## config.mk

```make
export PLATFORM = sky130hd
export DESIGN_NAME = dsss_frame_tx
export DESIGN_NICKNAME = d
export VERILOG_FILES = /design/src/rtl/dsss_tx_pkg.sv /design/src/rtl/dsss_crc16.sv /design/src/rtl/dsss_spreader.sv /design/src/rtl/dsss_frame_seq.sv /design/src/rtl/dsss_frame_tx.sv
export SDC_FILE = /design/constraint.sdc
export NUM_CORES = 1
export LEC_CHECK = 0
export BUFFER_PORTS_ARGS = -buffer_cell sky130_fd_sc_hd__clkbuf_2
export CAP_MARGIN = 10
export CORE_AREA = 2 2 130 132
export CTS_CLUSTER_SIZE = 14
export DETAILED_ROUTE_END_ITERATION = 8
export DIE_AREA = 0 0 132 134
export HOLD_SLACK_MARGIN = 0.12
export PLACE_DENSITY = 0.53
export SKIP_LAST_GASP = 1
export SLEW_MARGIN = 10
export SYNTH_ARGS = -nofsm -noshare
export SYNTH_HDL_FRONTEND = slang
export SYNTH_SLANG_ARGS = --single-unit
export TNS_END_PERCENT = 10
```

## constraint.sdc

```tcl
create_clock -name clk -period 3.8 [get_ports clk]
set_clock_uncertainty 0.2 [all_clocks]
set_input_delay 0.95 -clock clk [delete_from_list [all_inputs] [get_ports clk]]
set_output_delay 0.95 -clock clk [all_outputs]
set_load 0.05 [all_outputs]
```

## src/rtl/dsss_tx_pkg.sv

```systemverilog
package dsss_tx_pkg;
  localparam int BYTE_W   = 8;
  localparam int SYM_W    = 4;
  localparam int CHIPS    = 16;
  localparam int CRC_W    = 16;
  localparam logic [CHIPS-1:0] CHIP_BASE  = 16'hD9C3;
  localparam logic [CRC_W-1:0] CRC_REFL   = 16'h8408;
  localparam logic [BYTE_W-1:0] DELIM_BYTE = 8'hA7;

  typedef enum logic [2:0] {
    PH_IDLE, PH_PRE, PH_DELIM, PH_LEN, PH_PAY, PH_FCS_LO, PH_FCS_HI, PH_DRAIN
  } phase_e;

  // One byte folded into a reflected CRC, LSB first.
  function automatic logic [CRC_W-1:0] crc_fold(input logic [CRC_W-1:0] c,
                                                input logic [BYTE_W-1:0] d);
    logic [CRC_W-1:0] r;
    r = c;
    for (int i = 0; i < BYTE_W; i++) begin
      if (r[0] ^ d[i]) r = (r >> 1) ^ CRC_REFL;
      else             r = r >> 1;
    end
    return r;
  endfunction

  // Symbol code word: base sequence rotated left by the symbol value.
  function automatic logic [CHIPS-1:0] chip_word(input logic [SYM_W-1:0] s);
    logic [2*CHIPS-1:0] d;
    d = {CHIP_BASE, CHIP_BASE} << s;
    return d[2*CHIPS-1:CHIPS];
  endfunction
endpackage

```

## src/rtl/dsss_crc16.sv

```systemverilog
module dsss_crc16
  import dsss_tx_pkg::*;
(
  input  logic              clk,
  input  logic              rst_n,
  input  logic              clr,
  input  logic              en,
  input  logic [BYTE_W-1:0] data,
  output logic [CRC_W-1:0]  crc
);
  always_ff @(posedge clk or negedge rst_n) begin
    if (!rst_n)   crc <= '0;
    else if (clr) crc <= '0;
    else if (en)  crc <= crc_fold(crc, data);
  end
endmodule

```

## src/rtl/dsss_spreader.sv

```systemverilog
module dsss_spreader
  import dsss_tx_pkg::*;
(
  input  logic              clk,
  input  logic              rst_n,
  input  logic [BYTE_W-1:0] b_data,
  input  logic              b_valid,
  output logic              b_ready,
  output logic              chip_out,
  output logic              chip_valid,
  input  logic              chip_ready,
  output logic              idle
);
  localparam int IDX_W = $clog2(CHIPS);
  localparam logic [IDX_W-1:0] IDX_LAST = IDX_W'(CHIPS - 1);

  logic [BYTE_W-1:0] byte_q;
  logic              full;
  logic              hi_nib;
  logic [IDX_W-1:0]  idx;
  logic [SYM_W-1:0]  sym;
  logic [CHIPS-1:0]  word;
  logic              take;
  logic              last;

  assign sym        = hi_nib ? byte_q[BYTE_W-1:SYM_W] : byte_q[SYM_W-1:0];
  assign word       = chip_word(sym);
  assign chip_out   = word[idx];
  assign chip_valid = full;
  assign take       = full && chip_ready;
  assign last       = hi_nib && (idx == IDX_LAST);
  assign b_ready    = !full || (take && last);
  assign idle       = !full;

  always_ff @(posedge clk or negedge rst_n) begin
    if (!rst_n) begin
      byte_q <= '0;
      full   <= 1'b0;
      hi_nib <= 1'b0;
      idx    <= '0;
    end else if (!full) begin
      if (b_valid) begin
        full   <= 1'b1;
        byte_q <= b_data;
        hi_nib <= 1'b0;
        idx    <= '0;
      end
    end else if (take) begin
      idx <= idx + 1'b1;
      if (idx == IDX_LAST) hi_nib <= ~hi_nib;
      if (last) begin
        full <= b_valid;
        if (b_valid) byte_q <= b_data;
      end
    end
  end
endmodule

```

## src/rtl/dsss_frame_seq.sv

```systemverilog
module dsss_frame_seq
  import dsss_tx_pkg::*;
#(
  parameter int PRE_LOW  = 4,
  parameter int PRE_HIGH = 10,
  parameter int MAX_LEN  = 127
) (
  input  logic              clk,
  input  logic              rst_n,
  input  logic              start,
  input  logic              band_low,
  input  logic [BYTE_W-1:0] frame_len,
  input  logic [BYTE_W-1:0] pl_data,
  input  logic              pl_valid,
  output logic              pl_ready,
  input  logic [CRC_W-1:0]  crc,
  output logic              crc_clr,
  output logic              crc_en,
  output logic [BYTE_W-1:0] b_data,
  output logic              b_valid,
  input  logic              b_ready,
  input  logic              spr_idle,
  output logic              busy,
  output logic              done,
  output logic              len_err
);
  localparam int CNT_MAX = (PRE_HIGH > MAX_LEN) ? PRE_HIGH : MAX_LEN;
  localparam int CNT_W   = $clog2(CNT_MAX + 1);
  localparam logic [BYTE_W-1:0] LEN_LIM = BYTE_W'(MAX_LEN);

  phase_e            ph;
  logic [CNT_W-1:0]  cnt;
  logic [BYTE_W-1:0] len_q;
  logic              fire;

  always_comb begin
    b_valid  = 1'b0;
    b_data   = '0;
    pl_ready = 1'b0;
    unique case (ph)
      PH_PRE:    b_valid = 1'b1;
      PH_DELIM:  begin b_valid = 1'b1; b_data = DELIM_BYTE; end
      PH_LEN:    begin b_valid = 1'b1; b_data = len_q; end
      PH_PAY:    begin b_valid = pl_valid; b_data = pl_data; pl_ready = b_ready; end
      PH_FCS_LO: begin b_valid = 1'b1; b_data = crc[BYTE_W-1:0]; end
      PH_FCS_HI: begin b_valid = 1'b1; b_data = crc[CRC_W-1:BYTE_W]; end
      default:   ;
    endcase
  end

  assign fire    = b_valid && b_ready;
  assign crc_clr = (ph == PH_IDLE) && start;
  assign crc_en  = (ph == PH_PAY) && fire;
  assign busy    = (ph != PH_IDLE);
  assign done    = (ph == PH_DRAIN) && spr_idle;

  always_ff @(posedge clk or negedge rst_n) begin
    if (!rst_n) begin
      ph      <= PH_IDLE;
      cnt     <= '0;
      len_q   <= '0;
      len_err <= 1'b0;
    end else begin
      len_err <= 1'b0;
      unique case (ph)
        PH_IDLE: if (start) begin
          if (frame_len > LEN_LIM) begin
            len_err <= 1'b1;
          end else begin
            ph    <= PH_PRE;
            len_q <= frame_len;
            cnt   <= band_low ? CNT_W'(PRE_LOW - 1) : CNT_W'(PRE_HIGH - 1);
          end
        end
        PH_PRE: if (fire) begin
          if (cnt == '0) ph <= PH_DELIM;
          else           cnt <= cnt - 1'b1;
        end
        PH_DELIM: if (fire) ph <= PH_LEN;
        PH_LEN: if (fire) begin
          if (len_q == '0) ph <= PH_FCS_LO;
          else begin
            ph  <= PH_PAY;
            cnt <= CNT_W'(len_q - 8'd1);
          end
        end
        PH_PAY: if (fire) begin
          if (cnt == '0) ph <= PH_FCS_LO;
          else           cnt <= cnt - 1'b1;
        end
        PH_FCS_LO: if (fire) ph <= PH_FCS_HI;
        PH_FCS_HI: if (fire) ph <= PH_DRAIN;
        PH_DRAIN:  if (spr_idle) ph <= PH_IDLE;
        default:   ph <= PH_IDLE;
      endcase
    end
  end
endmodule

```

## src/rtl/dsss_frame_tx.sv

```systemverilog
module dsss_frame_tx
  import dsss_tx_pkg::*;
#(
  parameter int PRE_LOW_BYTES  = 4,
  parameter int PRE_HIGH_BYTES = 10,
  parameter int MAX_PAYLOAD    = 127
) (
  input  logic        clk,
  input  logic        rst_n,
  input  logic        start,
  input  logic        band_low,
  input  logic [7:0]  frame_len,
  input  logic [7:0]  pl_data,
  input  logic        pl_valid,
  output logic        pl_ready,
  output logic        chip_out,
  output logic        chip_valid,
  input  logic        chip_ready,
  output logic        busy,
  output logic        done,
  output logic        len_err,
  input  logic        rx_clear,
  input  logic [7:0]  rx_byte,
  input  logic        rx_byte_valid,
  output logic        rx_crc_ok
);
  logic [CRC_W-1:0]  tx_crc;
  logic [CRC_W-1:0]  rx_crc;
  logic              crc_clr;
  logic              crc_en;
  logic [BYTE_W-1:0] b_data;
  logic              b_valid;
  logic              b_ready;
  logic              spr_idle;

  dsss_frame_seq #(
    .PRE_LOW (PRE_LOW_BYTES),
    .PRE_HIGH(PRE_HIGH_BYTES),
    .MAX_LEN (MAX_PAYLOAD)
  ) seq_i (
    .clk(clk), .rst_n(rst_n), .start(start), .band_low(band_low),
    .frame_len(frame_len), .pl_data(pl_data), .pl_valid(pl_valid),
    .pl_ready(pl_ready), .crc(tx_crc), .crc_clr(crc_clr), .crc_en(crc_en),
    .b_data(b_data), .b_valid(b_valid), .b_ready(b_ready),
    .spr_idle(spr_idle), .busy(busy), .done(done), .len_err(len_err)
  );

  dsss_crc16 tx_crc_i (
    .clk(clk), .rst_n(rst_n), .clr(crc_clr), .en(crc_en),
    .data(pl_data), .crc(tx_crc)
  );

  dsss_spreader spr_i (
    .clk(clk), .rst_n(rst_n), .b_data(b_data), .b_valid(b_valid),
    .b_ready(b_ready), .chip_out(chip_out), .chip_valid(chip_valid),
    .chip_ready(chip_ready), .idle(spr_idle)
  );

  dsss_crc16 rx_crc_i (
    .clk(clk), .rst_n(rst_n), .clr(rx_clear), .en(rx_byte_valid),
    .data(rx_byte), .crc(rx_crc)
  );

  assign rx_crc_ok = (rx_crc == '0);
endmodule

```

# Word-level counts from Yosys, hierarchy flattened
# Index checks and enable logic that the tools add are counted.
[word_totals]
register_bits = 65
input_bits = 32
out_inout_bits = 7
word_cells = 194
[op_classes]
addsub = 3
order_cmp = 2
n_eq_ne = 25
n_shift = 1
mux = 93
bitwise_logic = 34
reduce_logical = 26
[op_table]
columns = ["cell", "count"]
rows = [
  ["$mux 16", 48],
  ["$not 2->3", 16],
  ["$mux 7", 6],
  ["$pmux 8 s5", 1],
  ["$mux 3", 11],
  ["$mux 8", 4],
  ["$shl 32x4->32 const A", 1],
  ["$pmux 3 s8", 1],
  ["$pmux 7 s3", 1],
  ["$mux 4", 5],
  ["$ne 2x2->1 const B", 9],
  ["$logic_not 16->1", 1],
  ["$ne 2x1->1 const B", 8],
  ["$xor 1x1->1", 16],
  ["$mux 1", 14],
  ["$sub 7x1->7 const B", 2],
  ["$eq 3x3->1 const B", 4],
  ["$reduce_and 11->1", 1],
  ["$gt 8x7->1 const B", 1],
  ["$logic_not 8->1", 1],
  ["$logic_and 1x1->1", 7],
  ["$logic_not 7->1", 1],
  ["$reduce_and 7->1", 1],
  ["$eq 3x2->1 const B", 2],
  ["16 further kinds", 22],
]

# Logic depth before layout (Yosys ltp)
# Gate-level depths: netlist (run 1).
[depth]
word_depth = 36
mapped_depth = 12
depth_no_buf = 10

# Cells and area by module
# From an unflattened synthesis (run 1), not the netlist that was laid out.
[hier_totals]
hier_cells = 523
area_unflattened_um2 = 5152.4
[modules_own_cells]
columns = ["module", "instances", "cells_each", "area_each_um2", "seq_area_each_um2"]
rows = [
  ["dsss_crc16", 2, 79, 1051.0, 400.4],
  ["dsss_frame_seq", 1, 190, 1602.8, 475.5],
  ["dsss_spreader", 1, 170, 1413.9, 350.3],
  ["dsss_frame_tx", 1, 5, 33.8, 0.0],
]

# Least setup slack after synthesis (run 1)
# No wires, ideal clock.
[synth_path]
path_kind = "flip-flop to output port"
from = "register spr_i.hi_nib"
to = "output port chip_out"
arrival_time_ps = 3423
required_ps = 2650
slack_ps = -773
path_stages_with_launch = 13
n_path_buf = 3
path_cell_list = "dfrtp_1 buf_2 buf_4 clkbuf_1 mux2i_1 inv_1 ha_1 inv_1 mux2i_1 mux2_2 o211ai_1 a311oi_1 a211oi_1"
[synth_between]
elab_chain_len = 4
[synth_rtl]
columns = ["element", "line", "text"]
rows = [
  ["start: declaration", "dsss_spreader.sv:19", "logic hi_nib;"],
  ["start signal: assignment", "dsss_spreader.sv:50", "if (idx == IDX_LAST) hi_nib <= ~hi_nib;"],
  ["$mux 4", "dsss_spreader.sv:26", "assign sym = hi_nib ? byte_q[BYTE_W-1:SYM_W] : byte_q[SYM_W-1:0];"],
  ["$shl 32x4->32", "dsss_tx_pkg.sv:29", "d = {CHIP_BASE, CHIP_BASE} << s;"],
  ["$bmux 1 s4", "dsss_spreader.sv:28", "assign chip_out = word[idx];"],
  ["$mux 1 (not written as such)", "dsss_spreader.sv:28", ""],
  ["end: declaration", "dsss_frame_tx.sv:16", "output logic chip_out,"],
]
# Every way passes these cells. The select of a mux whose other input is x is not followed.

# Worst setup path after layout (run 1)
# Same ends and word-level chain as after synthesis.

==> results of run 1 <==
flip-flops by register name, indices dropped and copies added (netlist names):
register	count
rx_crc_i.crc	16
tx_crc_i.crc	16
seq_i.len_q	8
spr_i.byte_q	8
seq_i.cnt	7
spr_i.idx	4
seq_i.ph	3
seq_i.len_err	1
spr_i.chip_valid	1
spr_i.hi_nib	1
through the flow:
step / TNS (ns) / hold WS [ns] / setup WS (ns)
floorplan: 0 / 0.269 / 0.0154
global placement: 0 / 0.288 / 0.222
detailed placement: 0 / 0.292 / 0.146
CTS: 0 / 0.305 / 0.0166
global route: -0.0570 / 0.351 / -0.0570
finish: 0 / 0.300 / 0.0611
repair_timing:
action | 4_1_cts | 5_1_grt
cloned | 0 | 0
endpoints found under the hold margin | 0 | 0
setup endpoints to repair | 1 | 1
gates resized for setup | 6 | 30
setup buffers | 5 | 5
pin swaps | 1 | 10
final timing paths:
path	start	endpoint	slack, ns	cells after the start
setup / recovery	spr_i.hi_nib	chip_out	0.06	10
hold / removal	tx_crc_i.crc[9]	tx_crc_i.crc[9]	0.30	2
setup reg to reg	seq_i.ph[2]	seq_i.cnt[6]	0.77	11
hold reg to reg	tx_crc_i.crc[9]	tx_crc_i.crc[9]	0.30	2
max in group asynchronous	rst_n	spr_i.hi_nib	2.16	2
min in group asynchronous	rst_n	tx_crc_i.crc[4]	0.44	1
synthesized netlist by cell type, drive strengths merged (2+ instances only):
| master | instances |
|---|---|
| a31oi | 5 |
| nor3 | 9 |
| dfrtp | 65 |
| o22ai | 5 |
| buf | 12 |
| nand3 | 22 |
| mux2i | 33 |
| nand2b | 12 |
| xor2 | 25 |
| clkbuf | 18 |
| o31ai | 4 |
| nor4b | 2 |
| a22oi | 2 |
| mux2 | 12 |
| a2111oi | 2 |
| nand4 | 2 |
| a32o | 2 |
| inv | 13 |
| nand2 | 47 |
| a22o | 3 |
| nor4 | 6 |
| and2 | 4 |
| a211o | 2 |
| o21ai | 38 |
| a211oi | 15 |
| xnor2 | 34 |
| nor2b | 10 |
| nor2 | 59 |
| or3 | 3 |
| ha | 8 |
| a21oi | 22 |
| o211ai | 10 |
| o32ai | 2 |
worst register-to-register path: cells and delay by family (launching register included):
family,cells,cell delay (ns)
AOI/OAI and AO/OA,3,0.40
xor gates and xnor gates,1,0.15
adders and majority gates,1,0.26
buffers and inverters,1,0.19
DFF,1,0.38
muxes,2,0.41
and+or+nand+nor,3,0.94
cells by family (layout without fill, tap and decap cells):
logic type / count (synthesis) / count (layout)
flops: 65 / 65
mux: 45 / 45
simple gates: 183 / 183
compound gates: 121 / 121
buf+inv: 43 / 91
fa+ha+maj: 8 / 8
xor+xnor: 59 / 59
area by class of cell:
type / count / area, sq um / area share [%]
Sequential cell: 65 / 1630 / 29.2
Multi-Input combinational cell: 416 / 2950 / 52.9
Timing Repair Buffer: 62 / 388 / 6.96
Clock buffer: 13 / 260 / 4.67
Clock inverter: 3 / 25.0 / 0.449
Tap cell: 220 / 275 / 4.94
Inverter: 13 / 48.8 / 0.875
layer usage:
| layer | vias to the layer above | wire (um) |
|---|---|---|
| li1 | 1949 | - |
| met2 | 88 | 5660 |
| met1 | 1876 | 5670 |
| met3 | 17 | 416 |
| met4 | 0 | 206 |
| met5 | - | 0 |
power groups by stage:
stage | sequential [W] | clock [W] | combinational (W)
after floorplan | 0.000879 | 0 | 0.00101
final | 0.000943 | 0.000795 | 0.00150
after detailed placement | 0.000943 | 0 | 0.00123
after CTS | 0.000932 | 0.000819 | 0.00130
after global routing | 0.000962 | 0.000847 | 0.00165
after global placement | 0.000941 | 0 | 0.00121
==> impl_metrics.ini, run 1 <==
[run_status]
status = completed

[grt]
grt_pass1_wl_um = 20100
grt-ovfl-total = 0
use_met2_pct = 23.0
grt_max_degree = 33
grtUsageMet1_pct = 18.1
grt_util_all_layers_pct = 14.0
grt_pass1_vias = 3972
grt-busiest-layer = met2
antenna_found_initial = 0
grt.met3_usage_pct = 3.36

[layout]
final_cells = 792
final_util_pct = 34.2
diodes = 0
nets = 607
final_common_cell = dfrtp_1
area_growth_pct = 21.0
layout_common_cells = dfrtp_1 (64), nor2_1 (57), nand2_1 (47)
drive_above_1_share_pct = 21.7
fill_cells = 1688
fin_area_sq_um = 5570

[synthesis]
synth_top_cell_by_area = dfrtp_1
synth_top_area_share_pct = 35.3
synth_top_family_by_area = simple AND/OR/NAND/NOR gates
post_synth_mux_area_share_pct = 10.5
synth.avg_cell_area_sq_um = 8.79
synth-seq-cells = 65
synth_fp_nets = 564
ys_async_sr_fraction_pct = 100
netlist_instances = 524
synth_fa_ha_area_share_pct = 2.17
synthXorXnorAreaFrac_pct = 11.2
synth_edf_count = 0
synthDistinctLibCells = 61
netlist_area_sq_um = 4610
yosys.area_share.simple_pct = 19.3
ys_seq_area_share_pct = 35.3
yosysWarnings = 0
synthFlopType = dfrtp_1
synth_compound_area_share_pct = 17.6
synth_area_leaders = dfrtp_1 (35%), mux2i_1 (6.7%), xnor2_1 (6.5%)

[floorplan]
num_rows = 47
die_y_um = 134
ios = 39
core_area_sq_um = 16300
die-area_sq_um = 17700
die_w_um = 132
start_util_pct = 28.3

[drt]
drc_errors = 0
via_per_inst = 4.96
num_vias = 3930
dr.pass1.iters = 4
wirelength_um = 11900
ant_nets = 0
drtIter0Drc = 263
wire_per_inst_um = 15.1

[timing]
slew_violations = 0
setup_viol = 0
min_period_ns = 3.74
max_freq_mhz = 267
finalCritPeriodShare_pct = 98.4
relSlewSlack_pct = 57.3
finalHoldViolCount = 0
worst_pin_slew_ns = 0.640

[setup_path]
critPathBufInv = 3
worst_path_largest_cell_delay_ns = 0.44
start_kind = flip-flop
crit_type = reg2out
cp_slowest_cell = dfrtp_2
end_kind = primary output
path_delay_family = compound AO/OA/AOI/OAI gates
arrival_ns = 2.59
critPathMaxFanout = 6
path_cells = mux2i_4, inv_2, buf_4, ha_2, nor3_2, a211oi_1, o21bai_1, nand3_1, a211oi_4, buf_8
cp.required_ns = 2.65

[pwr]
p_per_area_nw_per_um2 = 580
pwr-share-clk_pct = 24.6
leakage_nw = 2.37
p_switching_w = 0.00125
combPwrFrac_pct = 46.3
switching_share_pct = 38.7
internal-power_w = 0.00198
power_frac_seq_pct = 29.2
irDropWorstVdd_mv = 0.351
power.total_w = 0.00323

[place]
place_hpwl_um = 8520
placed_area_sq_um = 5070
placedCellCount = 766
io_buffers = 38
gp_routability_congestion = 0.891

[hold_path]
hold_class = reg2reg

[clock_tree]
clock_path_buffers = 2
htree_levels = 3
cts_buffers = 9
cts_sinks = 65
hold_buffers = 0
clk_latency_ns = 0.34
root_buffer = clkbuf_16
cts_tree = yes
clk_pin_slew_ns = 0.06

[run]
maxCapViolations = 0
Note: power is estimated with default switching activity, not from simulation.
==> inputs of run 2 (changes only) <==
- CORE_AREA: 2 2 130 132 -> 2 2 95 97
- DIE_AREA: 0 0 132 134 -> 0 0 97 99
- PLACE_DENSITY: 0.53 -> 0.84
==> run 2 against run 1 <==
  * Utilization rose by 28 points
  * Count of clock-buffer cells in the layout fell by 4
  * Register-to-register slack got worse by 0.08 ns
  * Maximum frequency rose by 0.26%
  * Critical path depth did not move
  * Highest routed layer unchanged
  * Critical path type unchanged
  * Routed wire length fell by 5.1%
  * Via count rose by 4.0%
  * Flip-flop and latch count did not move
  * Sequential share of layout area rose by 1.5 points
==> impl_metrics.ini, run 2 (synthesis gave the netlist of run 1 again) <==
[drt]
drtIter0Drc = 332
wirelength_um = 11300
num_vias = 4086
via_per_inst = 6.03
dr.pass1.iters = 6
wire_per_inst_um = 16.7
drc_errors = 0
ant_nets = 0

[floorplan]
ios = 39
die_y_um = 99
die_w_um = 97
start_util_pct = 53.9
num_rows = 34
die-area_sq_um = 9600
core_area_sq_um = 8550

[layout]
diodes = 0
fill_cells = 686
drive_above_1_share_pct = 21.2
final_util_pct = 62.0
reg_top3 = rx_crc_i.crc x16, tx_crc_i.crc x16
area_growth_pct = 15.1
layout_common_cells = dfrtp_1 (64), nor2_1 (57), nand2_1 (47)
final_common_cell = dfrtp_1
nets = 605

[clock_tree]
root_buffer = clkbuf_8
cts_buffers = 9
clk_pin_slew_ns = 0.08
cts_tree = yes
hold_buffers = 0
clk_latency_ns = 0.35
htree_levels = 3
cts_sinks = 65
clock_path_buffers = 2

[place]
place_hpwl_um = 7840
gp_routability_congestion = 0.956
io_buffers = 38

[run]
maxCapViolations = 0

[timing]
slew_violations = 0
relSlewSlack_pct = 45.0
max_freq_mhz = 268
fin_tns_setup_ns = 0
rsz0062_at_grt = true
setup_viol = 0
finalCritPeriodShare_pct = 98.1
finalHoldViolCount = 0
min_period_ns = 3.73
worst_pin_slew_ns = 0.826

[run_status]
status = completed

[setup_path]
cp.required_ns = 2.65
cp_slowest_cell = dfrtp_2
cp_common_cell = mux2i_1
end_kind = primary output
arrival_ns = 2.58
critPathBufInv = 3
path_cells = mux2i_1, buf_4, ha_2, inv_2, mux2i_1, mux2_4, o211ai_1, a31oi_2, a211oi_4, buf_8
worst_path_largest_cell_delay_ns = 0.45
critPathMaxFanout = 7
path_delay_family = compound AO/OA/AOI/OAI gates
crit_type = reg2out
start_kind = flip-flop

[grt]
grt_util_all_layers_pct = 23.3
grt-ovfl-total = 0
grt_pass1_vias = 3978
antenna_found_initial = 0
grt_pass1_wl_um = 18600
grt_max_degree = 66

[hold_path]
hold_class = reg2reg

[pwr]
p_per_area_nw_per_um2 = 573
leakage_nw = 2.32
irDropWorstVdd_mv = 0.353
## run 2: changes by cell type in the layout (fill, tap and decap cells not counted), moves of 2 or more
cell | previous run | this run
clkbuf_16 | 9 | 0
mux2_4 | 1 | 3
clkbuf_8 | 2 | 9
ha_4 | 4 | 2
buf_6 | 2 | 0
mux2_2 | 11 | 9
clkbuf_1 | 2 | 0
inv_6 | 0 | 2
ha_2 | 1 | 3
## run 2: worst register-to-register path: cells and delay by family (launching register included)
kind                       cells  cell delay, ns
and+or+nand+nor                3            0.96
muxes                          2            0.41
AOI/OAI and AO/OA              3            0.45
xor gates and xnor gates       1            0.16
adders and majority gates      1            0.25
DFF                            1            0.39
buffers and inverters          1            0.19
## run 2: metrics by stage
stage | hold slack (ns) | instances | power [W] | setup WS [ns] | area, sq um
floorplan | 0.269 | 524 | 0.00189 | 0.0154 | 4630
detailed placement | 0.313 | 655 | 0.00218 | 0.0617 | 4930
CTS | 0.331 | 672 | 0.00283 | 0.000119 | 5160
global placement | 0.285 | 655 | 0.00213 | 0.158 | 4930
global route | 0.385 | 678 | 0.00322 | -0.133 | 5300
finish | 0.327 | 678 | 0.00304 | 0.0709 | 5300
## run 2: power by group
group	total (W)	internal (W)	switching, W
logic	0.00150	0.000694	0.000806
registers	0.000929	0.000789	0.000140
clock network	0.000605	0.000307	0.000298
## run 2: what timing repair did
action                                  in CTS  in global routing
buffers inserted                             1                  6
pin swaps                                    1                  5
endpoints found under the setup margin       1                  1
gates resized for setup                      7                 24
## run 2: path summary, 6_finish.rpt
kind | endpoint | from | slack [ns] | cells past startpoint
setup / recovery | chip_out | spr_i.hi_nib | 0.07 | 10
hold / removal | tx_crc_i.crc[10] | tx_crc_i.crc[10] | 0.33 | 2
setup reg to reg | seq_i.cnt[6] | seq_i.ph[2] | 0.69 | 11
hold reg to reg | tx_crc_i.crc[10] | tx_crc_i.crc[10] | 0.33 | 2
max in group asynchronous | spr_i.hi_nib | rst_n | 2.25 | 2
min in group asynchronous | rx_crc_i.crc[15] | rst_n | 0.55 | 2
## run 2: cell type report
cell class	count	area (sq um)	share of cell area (%)
Clock inverter	7	76.3	1.44
Multi-Input combinational cell	416	2920	55.1
Inverter	13	48.8	0.921
Sequential cell	65	1630	30.7
Clock buffer	9	124	2.34
Timing Repair Buffer	60	365	6.89
Tap cell	108	135	2.55
## run 2: layer usage
layer | routed length (um) | track usage (%) | vias up
li1 | - | - | 1943
met1 | 4840 | 29.1 | 1973
met2 | 5770 | 40.9 | 144
met3 | 522 | 4.47 | 26
met4 | 212 | 7.48 | 0
met5 | 0 | 0 | -
